**config.mk**
```make
export PLATFORM = sky130hd
export DESIGN_NAME = phase_clk_div
export DESIGN_NICKNAME = d
export VERILOG_FILES = /design/src/rtl/phdiv_pkg.sv /design/src/rtl/phdiv_cfg.sv /design/src/rtl/phdiv_fsm.sv /design/src/rtl/phdiv_out.sv /design/src/rtl/phase_clk_div.sv
export SDC_FILE = /design/constraint.sdc
export NUM_CORES = 1
export LEC_CHECK = 0
export CORE_ASPECT_RATIO = 0.8
export CORE_MARGIN = 1
export CORE_UTILIZATION = 50
export DETAILED_ROUTE_END_ITERATION = 10
export DONT_BUFFER_PORTS = 1
export PLACE_DENSITY_LB_ADDON = 0.15
export SLEW_MARGIN = 15
export SYNTH_ARGS = -nofsm -noshare
export SYNTH_HDL_FRONTEND = slang
export SYNTH_HIERARCHICAL = 1
export SYNTH_SLANG_ARGS = --single-unit
```
**constraint.sdc**
```tcl
create_clock -name clk -period 4.65 [get_ports clk]
set_clock_uncertainty 0.05 [all_clocks]
set_input_delay 0.465 -clock clk [delete_from_list [all_inputs] [get_ports clk]]
set_output_delay 0.465 -clock clk [all_outputs]
set_load 0.05 [all_outputs]
```
**src/rtl/phdiv_pkg.sv**
```systemverilog
package phdiv_pkg;

    typedef enum logic [1:0] {
        ST_HOLD = 2'd0,
        ST_HIGH = 2'd1,
        ST_LOW  = 2'd2,
        ST_SLOW = 2'd3
    } phdiv_state_e;

endpackage

```
**src/rtl/phdiv_cfg.sv**
```systemverilog
module phdiv_cfg #(
    parameter int               REG_W       = 16,
    parameter int               SET_W       = 8,
    parameter logic [REG_W-1:0] DEFAULT_SET = 16'h0054,
    parameter logic [SET_W-1:0] STICK_SET   = 8'h21
) (
    input  logic               clk,
    input  logic               rst_n,
    input  logic [REG_W-1:0]   wdata,
    input  logic               we,
    input  logic               stick_mode,
    input  logic               load,
    output logic [REG_W-1:0]   setting_q,
    output logic [SET_W/2-1:0] act_hi,
    output logic [SET_W/2-1:0] act_lo,
    output logic [SET_W/2-1:0] nxt_hi
);

    localparam int NIB_W = SET_W / 2;

    logic [REG_W-1:0] pend_q;
    logic [SET_W-1:0] act_q;
    logic [SET_W-1:0] src;
    logic [NIB_W-1:0] src_hi;
    logic [NIB_W-1:0] src_lo;
    logic             src_ok;
    logic [SET_W-1:0] act_d;

    // Register write: full width stored, only the low field feeds the divider.
    always_ff @(posedge clk) begin
        if (!rst_n)
            pend_q <= DEFAULT_SET;
        else if (we)
            pend_q <= wdata;
    end

    // Candidate source and its legality: high equals low, or low plus one.
    always_comb begin
        src    = stick_mode ? STICK_SET : pend_q[SET_W-1:0];
        src_hi = src[SET_W-1:NIB_W];
        src_lo = src[NIB_W-1:0];
        src_ok = ({1'b0, src_hi} == {1'b0, src_lo}) ||
                 ({1'b0, src_hi} == ({1'b0, src_lo} + 1'b1));
        act_d  = src_ok ? src : act_q;
    end

    always_ff @(posedge clk) begin
        if (!rst_n)
            act_q <= DEFAULT_SET[SET_W-1:0];
        else if (load)
            act_q <= act_d;
    end

    assign setting_q = pend_q;
    assign act_hi    = act_q[SET_W-1:NIB_W];
    assign act_lo    = act_q[NIB_W-1:0];
    assign nxt_hi    = load ? act_d[SET_W-1:NIB_W] : act_q[SET_W-1:NIB_W];

    p_act_pair_r6: assert property (@(posedge clk) disable iff (!rst_n)
        (act_hi == act_lo) || ({1'b0, act_hi} == ({1'b0, act_lo} + 1'b1)));

    p_act_hold_r5: assert property (@(posedge clk) disable iff (!rst_n)
        !load |=> $stable(act_q));

    p_pend_hold_r7: assert property (@(posedge clk) disable iff (!rst_n)
        !we |=> $stable(pend_q));

    p_stick_use_r8: assert property (@(posedge clk) disable iff (!rst_n)
        (load && stick_mode) |=> (act_q == STICK_SET));

endmodule

```
**src/rtl/phdiv_fsm.sv**
```systemverilog
module phdiv_fsm
    import phdiv_pkg::*;
#(
    parameter int NIB_W = 4
) (
    input  logic             clk,
    input  logic             rst_n,
    input  logic             low_power,
    input  logic             slow_ref,
    input  logic [NIB_W-1:0] act_lo,
    input  logic [NIB_W-1:0] nxt_hi,
    output phdiv_state_e     state_q,
    output phdiv_state_e     state_d,
    output logic             load
);

    logic [NIB_W-1:0] cnt_q;
    logic [NIB_W-1:0] cnt_d;

    // State register
    always_ff @(posedge clk) begin
        if (!rst_n) begin
            state_q <= ST_HOLD;
            cnt_q   <= '0;
        end else begin
            state_q <= state_d;
            cnt_q   <= cnt_d;
        end
    end

    // Next-state and phase counter logic
    always_comb begin
        state_d = state_q;
        cnt_d   = cnt_q;
        load    = 1'b0;
        unique case (state_q)
            ST_HOLD: begin
                if (low_power) begin
                    state_d = ST_SLOW;
                end else begin
                    load    = 1'b1;
                    state_d = ST_HIGH;
                    cnt_d   = nxt_hi;
                end
            end
            ST_HIGH: begin
                if (cnt_q == '0) begin
                    state_d = ST_LOW;
                    cnt_d   = act_lo;
                end else begin
                    cnt_d = cnt_q - 1'b1;
                end
            end
            ST_LOW: begin
                if (cnt_q != '0) begin
                    cnt_d = cnt_q - 1'b1;
                end else if (low_power) begin
                    state_d = ST_SLOW;
                end else begin
                    load    = 1'b1;
                    state_d = ST_HIGH;
                    cnt_d   = nxt_hi;
                end
            end
            ST_SLOW: begin
                if (!low_power && !slow_ref) begin
                    load    = 1'b1;
                    state_d = ST_HIGH;
                    cnt_d   = nxt_hi;
                end
            end
        endcase
    end

    p_high_step_r2: assert property (@(posedge clk) disable iff (!rst_n)
        (state_q == ST_HIGH && cnt_q != '0) |=>
            (state_q == ST_HIGH && cnt_q == $past(cnt_q) - 1'b1));

    p_low_step_r2: assert property (@(posedge clk) disable iff (!rst_n)
        (state_q == ST_LOW && cnt_q != '0) |=>
            (state_q == ST_LOW && cnt_q == $past(cnt_q) - 1'b1));

    p_load_point_r5: assert property (@(posedge clk) disable iff (!rst_n)
        load |-> ((state_q == ST_LOW && cnt_q == '0) ||
                  state_q == ST_HOLD || state_q == ST_SLOW));

    p_slow_entry_r9: assert property (@(posedge clk) disable iff (!rst_n)
        (state_q != ST_SLOW && state_d == ST_SLOW) |-> low_power);

    p_slow_exit_r10: assert property (@(posedge clk) disable iff (!rst_n)
        (state_q == ST_SLOW && state_d == ST_HIGH) |-> (!low_power && !slow_ref));

endmodule

```
**src/rtl/phdiv_out.sv**
```systemverilog
module phdiv_out
    import phdiv_pkg::*;
(
    input  logic         clk,
    input  logic         rst_n,
    input  phdiv_state_e state_d,
    input  logic         slow_ref,
    output logic         div_clk,
    output logic         div_en
);

    logic out_d;

    always_comb begin
        out_d = (state_d == ST_HIGH) || (state_d == ST_SLOW && slow_ref);
    end

    // Output registers: the level and its rising-edge marker
    always_ff @(posedge clk) begin
        if (!rst_n) begin
            div_clk <= 1'b0;
            div_en  <= 1'b0;
        end else begin
            div_clk <= out_d;
            div_en  <= out_d && !div_clk;
        end
    end

    p_en_rise_r4: assert property (@(posedge clk) disable iff (!rst_n)
        div_en |-> (div_clk && !$past(div_clk)));

    p_rise_marked_r4: assert property (@(posedge clk) disable iff (!rst_n)
        (div_clk && !$past(div_clk)) |-> div_en);

    p_slow_copy_r9: assert property (@(posedge clk) disable iff (!rst_n)
        (state_d == ST_SLOW) |=> (div_clk == $past(slow_ref)));

endmodule

```
**src/rtl/phase_clk_div.sv**
```systemverilog
module phase_clk_div
    import phdiv_pkg::*;
#(
    parameter int               REG_W       = 16,
    parameter int               SET_W       = 8,
    parameter logic [REG_W-1:0] DEFAULT_SET = 16'h0054,
    parameter logic [SET_W-1:0] STICK_SET   = 8'h21
) (
    input  logic             clk,
    input  logic             rst_n,
    input  logic [REG_W-1:0] set_wdata,
    input  logic             set_we,
    input  logic             stick_mode,
    input  logic             low_power,
    input  logic             slow_ref,
    output logic             div_clk,
    output logic             div_en,
    output logic [REG_W-1:0] setting_q
);

    localparam int NIB_W = SET_W / 2;

    logic [NIB_W-1:0] act_hi;
    logic [NIB_W-1:0] act_lo;
    logic [NIB_W-1:0] nxt_hi;
    logic             load;
    phdiv_state_e     state_q;
    phdiv_state_e     state_d;

    phdiv_cfg #(
        .REG_W      (REG_W),
        .SET_W      (SET_W),
        .DEFAULT_SET(DEFAULT_SET),
        .STICK_SET  (STICK_SET)
    ) u_cfg (
        .clk       (clk),
        .rst_n     (rst_n),
        .wdata     (set_wdata),
        .we        (set_we),
        .stick_mode(stick_mode),
        .load      (load),
        .setting_q (setting_q),
        .act_hi    (act_hi),
        .act_lo    (act_lo),
        .nxt_hi    (nxt_hi)
    );

    phdiv_fsm #(
        .NIB_W(NIB_W)
    ) u_fsm (
        .clk      (clk),
        .rst_n    (rst_n),
        .low_power(low_power),
        .slow_ref (slow_ref),
        .act_lo   (act_lo),
        .nxt_hi   (nxt_hi),
        .state_q  (state_q),
        .state_d  (state_d),
        .load     (load)
    );

    phdiv_out u_out (
        .clk     (clk),
        .rst_n   (rst_n),
        .state_d (state_d),
        .slow_ref(slow_ref),
        .div_clk (div_clk),
        .div_en  (div_en)
    );

    p_quiet_after_reset_r1: assert property (@(posedge clk)
        $rose(rst_n) |-> (!div_clk && !div_en && state_q == ST_HOLD));

    p_high_len_r2: assert property (@(posedge clk) disable iff (!rst_n)
        (state_q == ST_HIGH) |-> div_clk);

endmodule

```
# Yosys cells after proc, flatten, opt, wreduce, memory -nomap -nowiden
# Cells that the tools add are included.
[op_classes]
addsub = 2
n_mul = 0
div = 0
n_lt_le_gt_ge = 0
n_eq_ne = 8
n_shift = 0
n_mux = 17
bitwise = 0
n_reduce_logical = 12
[ops]
columns = ["operator", "n"]
rows = [
  ["$mux 4", 5],
  ["$mux 8", 2],
  ["$pmux 4 s4", 1],
  ["$mux 2", 4],
  ["$pmux 2 s4", 1],
  ["$eq 2x2->1 const B", 3],
  ["$add 4x1->5 const B", 1],
  ["$eq 4x5->1", 1],
  ["$eq 2x1->1 const B", 2],
  ["$eq 4x4->1", 1],
  ["$logic_not 4->1", 1],
  ["$reduce_bool 4->1", 1],
  ["$sub 4x1->4 const B", 1],
  ["$logic_and 1x1->1", 3],
  ["$logic_not 1->1", 3],
  ["$mux 1", 3],
  ["$pmux 1 s3", 1],
  ["$logic_not 2->1", 1],
  ["$logic_or 1x1->1", 2],
  ["$ne 2x1->1 const B", 1],
  ["$reduce_and 2->1", 1],
]
[totals]
ff_bits = 32
latchBits = 0
mem_bits_rw = 0
rom_bits = 0
input_bits = 22
out_inout_bits = 18
wordCells = 46
mem_count = 0

# Logic depth before layout (Yosys ltp)
[logic_depth]
word_depth = 9
mapped_depth = 14
depth_no_buf = 12

# By module
# Netlist, hierarchy kept.
[modules_own_cells]
columns = ["module", "n_inst", "cells_per_inst", "area_per_inst_um2"]
rows = [
  ["phdiv_cfg", 1, 122, 1194.9],
  ["phdiv_fsm", 1, 90, 648.1],
  ["phdiv_out", 1, 6, 65.1],
]

# Worst setup path after synthesis
# No wires, ideal clock.
[synth_timing]
path_type = "in2reg"
startpoint = "input port stick_mode"
endpoint = "register u_fsm.cnt_q[0]"
arrival_time_ns = 2.989
t_required_ns = 4.483
path_slack_ns = 1.493
cell_stages = 12
path_buffers = 2
cell_sequence = "clkbuf_1 or2_2 ha_1 or3_1 a22oi_2 o221ai_2 buf_6 mux2_4 mux2_1 o22ai_1 o22ai_1 a32o_1"
[synth_between]
elab_chain_cells = 9
word_cells_on_any_way = 11
[synth_rtl]
columns = ["item", "line_no", "rtl"]
rows = [
  ["from (decl)", "phase_clk_div.sv:13", "input logic stick_mode,"],
  ["$mux 8 (*)", "phdiv_cfg.sv:39", "src = stick_mode ? STICK_SET : pend_q[SET_W-1:0];"],
  ["via u_cfg.src[0]", "phdiv_cfg.sv:23", "logic [SET_W-1:0] src;"],
  ["$add 4x1->5", "phdiv_cfg.sv:43", "({1'b0, src_hi} == ({1'b0, src_lo} + 1'b1));"],
  ["$eq 4x5->1", "phdiv_cfg.sv:43", ""],
  ["$logic_or 1x1->1 (*)", "phdiv_cfg.sv:42", "src_ok = ({1'b0, src_hi} == {1'b0, src_lo}) ||"],
  ["$mux 8 (*)", "phdiv_cfg.sv:44", "act_d = src_ok ? src : act_q;"],
  ["$mux 4 (*)", "phdiv_cfg.sv:57", "assign nxt_hi = load ? act_d[SET_W-1:NIB_W] : act_q[SET_W-1:NIB_W];"],
  ["via nxt_hi[0]", "phase_clk_div.sv:25", "logic [NIB_W-1:0] nxt_hi;"],
  ["$mux 4", "phdiv_fsm.sv:38, phdiv_fsm.sv:57", ""],
  ["$mux 4", "phdiv_fsm.sv:55", "if (cnt_q != '0) begin"],
  ["$pmux 4 s4 (*)", "phdiv_fsm.sv:36", "unique case (state_q)"],
  ["to (signal assigned)", "phdiv_fsm.sv:27", "cnt_q <= cnt_d;"],
  ["to (decl)", "phdiv_fsm.sv:17", "logic [NIB_W-1:0] cnt_q;"],
]
# The timed path passes the listed nets; every way through them passes the cells marked *. The select of a mux whose other input is x is not followed.
# A chain may end at the register's enable or synchronous reset.

# Final worst setup path
[layout_timing]
startpoint = "register u_cfg.pend_q[0], in the netlist u_cfg/setting_q[0]"
endpoint = "register u_fsm.cnt_q[0]"
[layout_between]
elab_chain_cells = 9
word_cells_on_any_way = 11
[layout_rtl]
columns = ["item", "line_no", "rtl"]
rows = [
  ["from (decl)", "phdiv_cfg.sv:21", "logic [REG_W-1:0] pend_q;"],
  ["from (signal assigned)", "phdiv_cfg.sv:34", "pend_q <= wdata;"],
  ["$mux 8 (*)", "phdiv_cfg.sv:39", ""],
  ["via u_cfg.src[0]", "phdiv_cfg.sv:23", ""],
  ["$add 4x1->5", "phdiv_cfg.sv:43", ""],
  ["$eq 4x5->1", "phdiv_cfg.sv:43", ""],
  ["$logic_or 1x1->1 (*)", "phdiv_cfg.sv:42", ""],
  ["$mux 8 (*)", "phdiv_cfg.sv:44", ""],
  ["$mux 4 (*)", "phdiv_cfg.sv:57", ""],
  ["via nxt_hi[0]", "phase_clk_div.sv:25", ""],
  ["$mux 4", "phdiv_fsm.sv:38, phdiv_fsm.sv:57", ""],
  ["$mux 4", "phdiv_fsm.sv:55", ""],
  ["$pmux 4 s4 (*)", "phdiv_fsm.sv:36", ""],
]
# Marks and branches as above.

==> metrics.md <==
| Metric | Value |
|---|---|
| Status | finished, violations left |
| RSZ-0062 raised after global routing | false |
| Met1 usage | 27.43% |
| CTS Root Buffer Type | clkbuf_8 |
| Core area | 3542 um^2 |
| Ys Warns | 6 |
| Avg Vias per Cell | 6.184 |
| Final core occ | 55.88% |
| Design area | 1979 um^2 |
| Port bufs | 0 |
| GRT busiest layer | met2 |
| Seq pwr share | 45.2% |
| Lkg Pwr | 0.8258 nW |
| Max H-tree Level | 2 |
| # rows | 19 |
| WL/cell | 15.95 um |
| Largest net degree at the start of global routing | 42 |
| Most used cell, CP | o22ai_1 |
| Syn avg cell area | 8.753 um^2 |
| Crit-path max cell delay | 0.51 ns |
| Fin cells | 255 |
| Setup CP Type | reg2reg |
| CP bufs+invs | 1 |
| Setup crit end kind | flip-flop |
| Worst EP arrival | 3.42 ns |
| Crit path max-delay cell type | dfxtp_1 |
| # clock sinks | 32 |
| Netlist cell types | 52 |
| Gp weighted congestion | 0.9225 |
| Setup_tns | 0 ns |
| Post-route minimum period | 3.296 ns |
| Total die area | 4069 um^2 |
| Max_cap viols | 0 |
| Antenna violations before repair | 0 |
| Clock Latency Late Sink | 0.28 ns |
| DR iter-0 viols | 186 |
| DRT Pass-1 Iters | 7 |
| Peak supply drop | 367.0 uV |
| Hpwl dp | 2.910 mm |
| CP Cell Sequence | or2_2 > ha_1 > or3_1 > a22oi_2 > o221ai_2 > buf_4 > mux2_4 > mux2_1 > o22ai_1 > o22ai_1 > a32o_1 |
| Clock-pin transition on the worst setup and hold timing paths | 0.07 ns |
| Top delay family on crit path | compound AO/OA/AOI/OAI gates |
| Inserted Diodes | 0 |
| Grt total ovfl | 0 |
| Io pins | 40 |
| Slew HR | 51.98% |
| Nets | 236 |
| # resized after CTS | 0 |
| CTS Hold Bufs | 0 |
| CP startpoint kind | flip-flop |
| Final number of setup-violating endpoints | 0 |
| Worst Tran Pin Value | 0.7193 ns |
| Met3 Use GR | 4.947% |
| Via Count | 1577 |
| Failing checks | design-rule violations |
| Starting Density | 53.87% |
| Fraction of layout instances using a drive strength above 1 | 10.33% |
| Syn_nets | 242 |
| Final period util | 70.88% |
| Clock power frac | 22.5% |
| Highest clock rate | 0.3034 GHz |
| Setup Buffers After CTS | 0 |
| Syn Inst Count | 218 |
| EDFF count, synth | 0 |
| Post-DRT Antenna Nets | 0 |
| Gate power share | 32.3% |
| Vias in the first global route | 1524 |
| Inst Count DP | 247 |
| Total Wirelength | 4.067 mm |
| Met2 Track Usage GR | 35.71% |
| Fillers | 326 |
| DIE HEIGHT | 57.26 um |
| CP Data Required Time | 4.77 ns |
| Clock Tree Buf Depth | 2 |
| CP Max Fanout | 12 |
| Placed cell area | 1886 um^2 |
| Cell area power density | 498.1 nW/um^2 |
| Int Pwr | 591.6 uW |
| Die X | 71.07 um |
| Sw Share | 39.99% |
| Worst hold path type | in2reg |
| CTS tree | built |
| Switching pwr | 394.3 uW |
| Post-route DRC | 2 |
| Seq cells post-synth | 32 |
| Max-slew violation count | 0 |
| Mapped Area | 1908 um^2 |
| Most common flop cell mapped by yosys | dfxtp_1 |
| Gr usage total | 21.80% |
| Final Hold Vio Count | 0 |
| Synth-to-Final Area Change | 3.738% |
| Async SR Flop Fraction | 0% |
| Global-route wire length before repair | 6.789 mm |
| CTS Buf Count | 5 |
| Seq/Total Area, Yosys | 33.57% |
-- synthesized netlist by cell type (all sizes together), types with 2 or more instances --
cell | instances | area [um^2]
a21boi | 2 | 15.02
a22oi | 2 | 20.02
inv | 11 | 41.29
o21bai | 2 | 15.01
nor2b | 17 | 106.4
or3 | 2 | 12.51
a21oi | 11 | 58.81
and3 | 2 | 12.51
nor2 | 7 | 26.28
xnor2 | 3 | 26.28
o211ai | 4 | 30.03
buf | 7 | 56.30
o21ai | 8 | 40.04
nand2 | 22 | 82.58
o22ai | 5 | 31.28
a31oi | 4 | 25.02
mux2i | 19 | 190.2
nor3 | 5 | 25.02
nand3b | 2 | 15.01
and2 | 2 | 12.51
xor2 | 2 | 17.52
mux2 | 8 | 108.9
or2 | 2 | 12.51
ha | 2 | 25.02
nand2b | 7 | 43.79
clkbuf | 7 | 26.28
nor3b | 2 | 15.01
a32o | 2 | 20.02
dfxtp | 32 | 640.6
nand3 | 3 | 15.01
-- flip-flops by register name, indices dropped and copies added (netlist names) --
signal / count
u_cfg/act_q: 8
u_out/div_en: 1
u_fsm/cnt_q: 4
u_cfg/setting_q: 16
u_out/div_clk: 1
u_fsm/state_q: 2
-- cells in the final DEF (no fill, tap or decap), types with 2 or more instances in the layout --
master / Yosys / final
nand2b_1: 7 / 7
mux2_4: 5 / 5
or2_2: 2 / 2
a31oi_1: 4 / 4
mux2i_1: 19 / 19
xor2_1: 2 / 2
nand2_1: 22 / 22
o21bai_1: 2 / 2
dfxtp_1: 32 / 32
and2_1: 2 / 2
nand3b_1: 2 / 2
o21ai_1: 2 / 2
or3_1: 2 / 2
inv_1: 11 / 11
nor3_1: 5 / 5
clkbuf_8: 0 / 6
o21ai_0: 6 / 6
xnor2_1: 3 / 3
o22ai_1: 5 / 5
a21oi_1: 10 / 10
mux2_2: 2 / 2
nor2_1: 7 / 7
o211ai_1: 4 / 4
ha_1: 2 / 2
a32o_1: 2 / 2
nand3_1: 3 / 3
and3_1: 2 / 2
nor3b_1: 2 / 2
nor2b_1: 17 / 17
-- routing by layer --
layer,vias to the layer above,part of all wire (%)
met1,742,48
li1,760,-
met5,-,0
met3,7,6.9
met4,0,1.6
met2,68,44
-- layout make-up --
type	count	area, um^2	area share [%]
clock inverter	1	7.507	0.3793
multi-input combinational	161	1144	57.78
tap	42	52.55	2.655
timing repair buffer	1	7.507	0.3793
inverter	11	41.29	2.086
clock buffer	7	86.33	4.362
sequential	32	640.6	32.36
-- power by group through the flow --
| stage | sequential [mW] | clock (mW) | combinational [mW] |
|---|---|---|---|
| finish | 0.446 | 0.222 | 0.318 |
| global route | 0.454 | 0.239 | 0.353 |
| CTS | 0.443 | 0.230 | 0.313 |
| detailed placement | 0.448 | 0 | 0.313 |
| global placement | 0.447 | 0 | 0.305 |
| floorplan | 0.403 | 0 | 0.328 |
-- metrics by stage --
stage,hold slack (ns),setup slack (ns),power [mW]
floorplan,0.3829,1.493,0.7308
global placement,0.3956,1.454,0.7516
detailed placement,0.4086,1.363,0.7611
CTS,0.2270,1.344,0.9858
global route,0.2257,1.228,1.045
finish,0.2389,1.354,0.9859
-- worst paths after layout --
kind | startpoint | to | slack (ns) | cells after the start
min | rst_n | u_cfg/setting_q[6] | 0.24 | 1
max | u_cfg/setting_q[0] | u_fsm/cnt_q[0] | 1.35 | 11
min reg2reg | u_cfg/act_q[5] | u_cfg/act_q[5] | 0.42 | 2
max reg2reg | u_cfg/setting_q[0] | u_fsm/cnt_q[0] | 1.35 | 11
-- kinds of logic (layout without fill, tap and decap cells) --
family	count (synthesis)	in the layout	share of synthesized area, %
adders and majority gates	2	2	1.311
AOI/OAI and AO/OA	49	49	18.43
DFF	32	32	33.57
muxes	27	27	15.67
and+or+nand+nor	78	78	22.23
buffers and inverters	25	20	6.492
xor gates and xnor gates	5	5	2.296
-- worst register-to-register path, stage by stage (launching register included) --
cell and delay [ns]:
dfxtp_1 0.51, or2_2 0.40, ha_1 0.32, or3_1 0.34, a22oi_2 0.15, o221ai_2 0.12
buf_4 0.21, mux2_4 0.32, mux2_1 0.28, o22ai_1 0.16, o22ai_1 0.10, a32o_1 0.24
Power figures use the tool's default switching activity.
